--- src/rtl/vattr_pkg.sv ---
package vattr_pkg;
  localparam int WORD_W = 32;
  localparam int COMP_W = 24;
  localparam int VEC_W  = 4 * COMP_W;

  typedef struct packed {
    logic [COMP_W-1:0] x;
    logic [COMP_W-1:0] y;
    logic [COMP_W-1:0] z;
    logic [COMP_W-1:0] w;
  } vec4_t;

  // Three packed words carry W, Z, Y, X from the top of the first word down.
  function automatic vec4_t unpack_words(input logic [WORD_W-1:0] a,
                                         input logic [WORD_W-1:0] b,
                                         input logic [WORD_W-1:0] c);
    vec4_t v;
    v.w = a[31:8];
    v.z = {a[7:0], b[31:16]};
    v.y = {b[15:0], c[31:24]};
    v.x = c[23:0];
    return v;
  endfunction
endpackage

--- src/rtl/vattr_accum.sv ---
module vattr_accum
  import vattr_pkg::*;
(
  input  logic              clk,
  input  logic              rst,
  input  logic              wr_en,
  input  logic [WORD_W-1:0] wr_data,
  output logic              vec_done,
  output vec4_t             vec,
  output logic [1:0]        cnt
);
  logic [1:0]        cnt_q;
  logic [WORD_W-1:0] w0_q, w1_q;

  always_ff @(posedge clk) begin
    if (rst) begin
      cnt_q <= 2'd0;
      w0_q  <= '0;
      w1_q  <= '0;
    end else if (wr_en) begin
      case (cnt_q)
        2'd0:    begin w0_q <= wr_data; cnt_q <= 2'd1; end
        2'd1:    begin w1_q <= wr_data; cnt_q <= 2'd2; end
        default: cnt_q <= 2'd0;
      endcase
    end
  end

  // The third word completes the vector in the cycle it arrives.
  assign vec_done = wr_en && (cnt_q == 2'd2);
  assign vec      = unpack_words(w0_q, w1_q, wr_data);
  assign cnt      = cnt_q;
endmodule

--- src/rtl/vattr_table.sv ---
module vattr_table
  import vattr_pkg::*;
#(
  parameter int ENTRIES = 16,
  localparam int AW     = $clog2(ENTRIES)
) (
  input  logic             clk,
  input  logic             rst,
  input  logic             we,
  input  logic [AW-1:0]    waddr,
  input  logic [VEC_W-1:0] wdata,
  input  logic [AW-1:0]    raddr,
  output logic [VEC_W-1:0] rdata
);
  logic [VEC_W-1:0] mem_q [ENTRIES];

  always_ff @(posedge clk) begin
    if (rst) begin
      for (int i = 0; i < ENTRIES; i++) mem_q[i] <= '0;
    end else if (we) begin
      mem_q[waddr] <= wdata;
    end
  end

  assign rdata = mem_q[raddr];
endmodule

--- src/rtl/vattr_imm.sv ---
module vattr_imm
  import vattr_pkg::*;
#(
  parameter int SLOTS = 16,
  localparam int SW   = $clog2(SLOTS)
) (
  input  logic                   clk,
  input  logic                   rst,
  input  logic                   push,
  input  logic [VEC_W-1:0]       vec,
  input  logic [SW-1:0]          max_slot,
  output logic [SW-1:0]          slot,
  output logic                   vtx_valid,
  output logic [SLOTS*VEC_W-1:0] vtx_data
);
  logic [VEC_W-1:0] buf_q [SLOTS];
  logic [SW-1:0]    slot_q;
  logic             valid_q;

  always_ff @(posedge clk) begin
    if (rst) begin
      slot_q  <= '0;
      valid_q <= 1'b0;
      for (int i = 0; i < SLOTS; i++) buf_q[i] <= '0;
    end else begin
      valid_q <= 1'b0;
      if (push) begin
        buf_q[slot_q] <= vec;
        if (slot_q < max_slot) begin
          slot_q <= slot_q + 1'b1;
        end else begin
          slot_q  <= '0;
          valid_q <= 1'b1;
        end
      end
    end
  end

  for (genvar k = 0; k < SLOTS; k++) begin : g_flat
    assign vtx_data[k*VEC_W +: VEC_W] = buf_q[k];
  end

  assign slot      = slot_q;
  assign vtx_valid = valid_q;
endmodule

--- src/rtl/vattr_loader.sv ---
module vattr_loader
  import vattr_pkg::*;
#(
  parameter int ENTRIES = 16,
  parameter int SLOTS   = 16,
  parameter int IDX_W   = 5,
  localparam int TAW    = $clog2(ENTRIES),
  localparam int SAW    = $clog2(SLOTS)
) (
  input  logic                   clk,
  input  logic                   rst,
  input  logic                   wr_en,
  input  logic [WORD_W-1:0]      wr_data,
  input  logic                   cfg_we,
  input  logic [IDX_W-1:0]       cfg_index,
  input  logic [SAW-1:0]         cfg_max,
  input  logic [TAW-1:0]         rd_addr,
  output logic [VEC_W-1:0]       rd_vec,
  output logic                   err_o,
  output logic                   vtx_valid,
  output logic [SLOTS*VEC_W-1:0] vtx_data
);
  localparam logic [IDX_W-1:0] IMM_IDX = IDX_W'(ENTRIES - 1);

  // Named internal events, observed by the bound checker.
  logic             vec_done;
  vec4_t            vec;
  logic [1:0]       cnt_q;
  logic [IDX_W-1:0] idx_q;
  logic [SAW-1:0]   max_q;
  logic [SAW-1:0]   slot_q;
  logic             tbl_we, imm_push, bad_idx, err_q;

  vattr_accum u_accum (
    .clk(clk), .rst(rst), .wr_en(wr_en), .wr_data(wr_data),
    .vec_done(vec_done), .vec(vec), .cnt(cnt_q)
  );

  assign bad_idx  = idx_q > IMM_IDX;
  assign tbl_we   = vec_done && (idx_q < IMM_IDX);
  assign imm_push = vec_done && (idx_q == IMM_IDX);

  always_ff @(posedge clk) begin
    if (rst) begin
      idx_q <= '0;
      max_q <= '0;
      err_q <= 1'b0;
    end else begin
      err_q <= vec_done && bad_idx;
      if (cfg_we) begin
        idx_q <= cfg_index;
        max_q <= cfg_max;
      end else if (tbl_we) begin
        idx_q <= idx_q + 1'b1;
      end
    end
  end

  vattr_table #(.ENTRIES(ENTRIES)) u_table (
    .clk(clk), .rst(rst), .we(tbl_we), .waddr(idx_q[TAW-1:0]),
    .wdata(vec), .raddr(rd_addr), .rdata(rd_vec)
  );

  vattr_imm #(.SLOTS(SLOTS)) u_imm (
    .clk(clk), .rst(rst), .push(imm_push), .vec(vec), .max_slot(max_q),
    .slot(slot_q), .vtx_valid(vtx_valid), .vtx_data(vtx_data)
  );

  assign err_o = err_q;
endmodule

--- config.mk ---
export PLATFORM = sky130hd
export DESIGN_NAME = vattr_loader
export DESIGN_NICKNAME = d
export VERILOG_FILES = /design/src/rtl/vattr_pkg.sv /design/src/rtl/vattr_accum.sv /design/src/rtl/vattr_table.sv /design/src/rtl/vattr_imm.sv /design/src/rtl/vattr_loader.sv
export SDC_FILE = /design/constraint.sdc
export NUM_CORES = 2
export LEC_CHECK = 0
export ABC_AREA = 1
export ABC_CLOCK_PERIOD_IN_PS = 13600
export BUFFER_PORTS_ARGS = -buffer_cell sky130_fd_sc_hd__buf_2
export CAP_MARGIN = 20
export CORE_AREA = 2 2 648 650
export DETAILED_ROUTE_END_ITERATION = 7
export DIE_AREA = 0 0 650 652
export GPL_TIMING_DRIVEN = 0
export PLACE_DENSITY = 0.52
export SLEW_MARGIN = 20
export SYNTH_ARGS = -nofsm -noshare
export SYNTH_HDL_FRONTEND = slang
export SYNTH_HIERARCHICAL = 1
export SYNTH_SLANG_ARGS = --single-unit
--- constraint.sdc ---
create_clock -name clk -period 13.6 [get_ports clk]
set_clock_uncertainty 0.2 [all_clocks]
set_input_delay 2.04 -clock clk [delete_from_list [all_inputs] [get_ports clk]]
set_output_delay 2.04 -clock clk [all_outputs]
set_load 0.01 [all_outputs]
==> results_dict.tcl <==
set metrics [dict create \
    overflow 0 \
    grt_pass1_wl_mm 830.2 \
    synth_top_family_by_area "simple AND/OR/NAND/NOR gates" \
    p_per_area_mw_per_mm2 141.2 \
    hpwl_mm 476.4 \
    crit_slowest_cell "buf_2" \
    power.switching_uw 5904 \
    synthAdderAreaFrac_pct 0.08658 \
    path_class "in2out" \
    postRouteWirelength_mm 639.1 \
    timing.slew.headroom_pct 13.10 \
    drc 0 \
    clk_pin_slew_worst_paths_ns 0.06 \
    tns_ns 0 \
    p_comb_share_pct 9.4 \
    core-area_sq_mm 0.4160 \
    h-tree-depth 5 \
    pwr-share-clk_pct 41.6 \
    dieHeight_um 652 \
    report.final.slew_viol_count 0 \
    synth_fp_nets 12230 \
    antenna_found_initial 103 \
    swShare_pct 26.16 \
    crit_buf_inv 6 \
    root_buffer "clkbuf_16" \
    drt_pre_antenna_iters 8 \
    cts_sinks 3153 \
    cts_tree "built" \
    slowest_delay_ns 0.77 \
    synth_xor_area_share_pct 0 \
    worst_ep_arrival_time_ns 5.18 \
    worst-slew-pin-transition_ns 1.303 \
    cp_max_fo 10 \
    synthMuxAreaShare_pct 0 \
    vdd_drop_max_uv 111.3 \
    antenna_left 0 \
    cp_top_family "buffers and inverters" \
    leakagePower_uw 0.06690 \
    die_w_um 650 \
    pin_count 1683 \
    outcome "finished, final reports clean" \
    io_buffers 1679 \
    hold_class "reg2reg" \
    pwr-share-seq_pct 49.0 \
    netlist_instances 12170 \
    setup_viol 0 \
    synth-simple-area-share_pct 20.35 \
    final_common_cell "nor2_1" \
    end_kind "primary output" \
    ys_ff_latch 3153 \
    layout-drive-gt1-share_pct 19.09 \
    cts_hold_buffers 0 \
    fin_crit_sh_pct 54.54 \
    avgSynthCellArea_sq_um 10.69 \
    hold_viol 0 \
    timing.fmax_ghz 0.1348 \
    rsz0062_at_grt "false" \
    syn_area_sq_mm 0.1301 \
    min_period_ns 7.417 \
    cts_resized 0 \
    die_area_sq_mm 0.4238 \
    worstPathCellList "clkbuf_1 -> inv_1 -> buf_2 -> buf_2 -> clkbuf_1 -> nand2_1 -> nand3_1 -> nand3_1 -> nand3_1 -> nand2_1 -> buf_2" \
    initial_core_util_pct 31.26 \
    final_util_pct 38.42 \
    area_growth_pct 22.90 \
    ys_types 29 \
    start_kind "primary input" \
    vias 102100 \
    synth-compound-area-share_pct 0.2280 \
    yosysWarnings 6 \
    cts_buffers 353 \
    wl_per_cell_um 31.69 \
    mostFrequentLayoutCells "3190 x nor2_1, 3072 x edfxtp_1, 2142 x nand2_1" \
    crit_required_ns 11.36 \
    maxCapViolations 0 \
    cts_setup_buffers 0 \
    num_rows 237 \
    cts_buffer_depth 4 \
    first_global_vias 91890 \
    nNetsFinal 14380 \
    grt_max_degree 50 \
    routed_via_density 5.061 \
    drtIter0Drc 14590 \
    ys_seq_area_share_pct 72.18 \
    clock_latency_ns 1.00 \
    p_int_uw 16670 \
    routabilityCongestion 0.9011 \
    grt_use_total_pct 29.04 \
]
==> worst register-to-register path: cells and delay by family (launching register included) <==
family | cells | cell delay (ns)
buffers and inverters | 5 | 1.64
adders and majority gates | 2 | 0.45
DFF | 1 | 0.58
and+or+nand+nor | 7 | 1.66
==> final timing paths <==
check / startpoint / to / slack [ns] / depth (start not counted)
setup / recovery: rd_addr[0] / rd_vec[45] / 6.18 / 11
hold / removal: u_accum/cnt[1] / u_accum/cnt[1] / 0.28 / 2
setup reg to reg: idx_q[1] / u_imm/buf_q[10][28] / 8.60 / 14
hold reg to reg: u_accum/cnt[1] / u_accum/cnt[1] / 0.28 / 2
==> flip-flops by register name, indices dropped and copies added (netlist names) <==
name             flops
err_o                1
idx_q                5
max_q                4
u_accum/cnt          2
u_accum/w0_q        32
u_accum/w1_q        32
u_imm/buf_q       1536
u_imm/slot           4
u_imm/vtx_valid      1
u_table/mem_q     1536
==> area by class of cell <==
cell class	instances	area, sq um
flip-flops and latches	3153	93870
clock buffers	465	9535
multi-input cells	6672	27120
fillers	41260	256200
repair buffers	1797	11320
inverters	1447	5431
plain buffers	895	4063
diodes	66	165.2
well taps	5497	6878
clock inverters	178	1455
==> synthesized netlist by cell type, drive strengths merged <==
master	instances	area, sq um
ha	9	112.6
edfxtp	3072	92250
a21oi	48	244.0
nand2	2205	8354
o21ai	9	45.04
or2	1	6.260
clkinv	2	7.510
o211ai	1	7.510
nor2	3197	12030
nand3	1195	5986
nor3	5	70.06
buf	349	1831
dfxtp	81	1622
clkbuf	546	2049
inv	1445	5424
nand4	1	6.260
nor4	1	12.51
==> cell families (layout without fill, tap and decap cells) <==
family,count (synthesis),count (layout)
buf+inv,2342,4782
simple gates,6605,6605
other cells,0,66
compound gates,58,58
flops,3153,3153
fa+ha+maj,9,9
==> metal layers <==
| layer | up-vias | share of wire (%) | global-route usage [%] |
|---|---|---|---|
| li1 | 43490 | - | - |
| met1 | 50740 | 37 | 36.48 |
| met2 | 6669 | 45 | 44.82 |
| met3 | 1160 | 12 | 8.738 |
| met4 | 28 | 6.6 | 15.90 |
| met5 | - | 0.046 | 0 |
==> through the flow <==
stage | cell area, sq um | cells | worst slack [ns] | power, uW | hold WS, ns
global placement | 145300 | 19340 | 1.502 | 13310 | 0.2699
global route | 159700 | 20120 | 6.133 | 23090 | 0.3056
finish | 159800 | 20170 | 6.183 | 22570 | 0.2844
detailed placement | 148700 | 19460 | 6.209 | 13350 | 0.2741
floorplan | 130100 | 12170 | 7.099 | 12110 | 0.2510
CTS | 159700 | 20100 | 6.204 | 22630 | 0.2852
==> power groups by stage <==
stage                     registers, uW  clock network [uW]  logic (uW)
after CTS                         11100                9480        2090
after global placement            11300                   0        1960
after detailed placement          11300                   0        2080
final                             11100                9380        2120
after global routing              11100                9820        2180
after floorplan                   11400                   0         735
No activity file was read; power rests on OpenSTA's default activity.
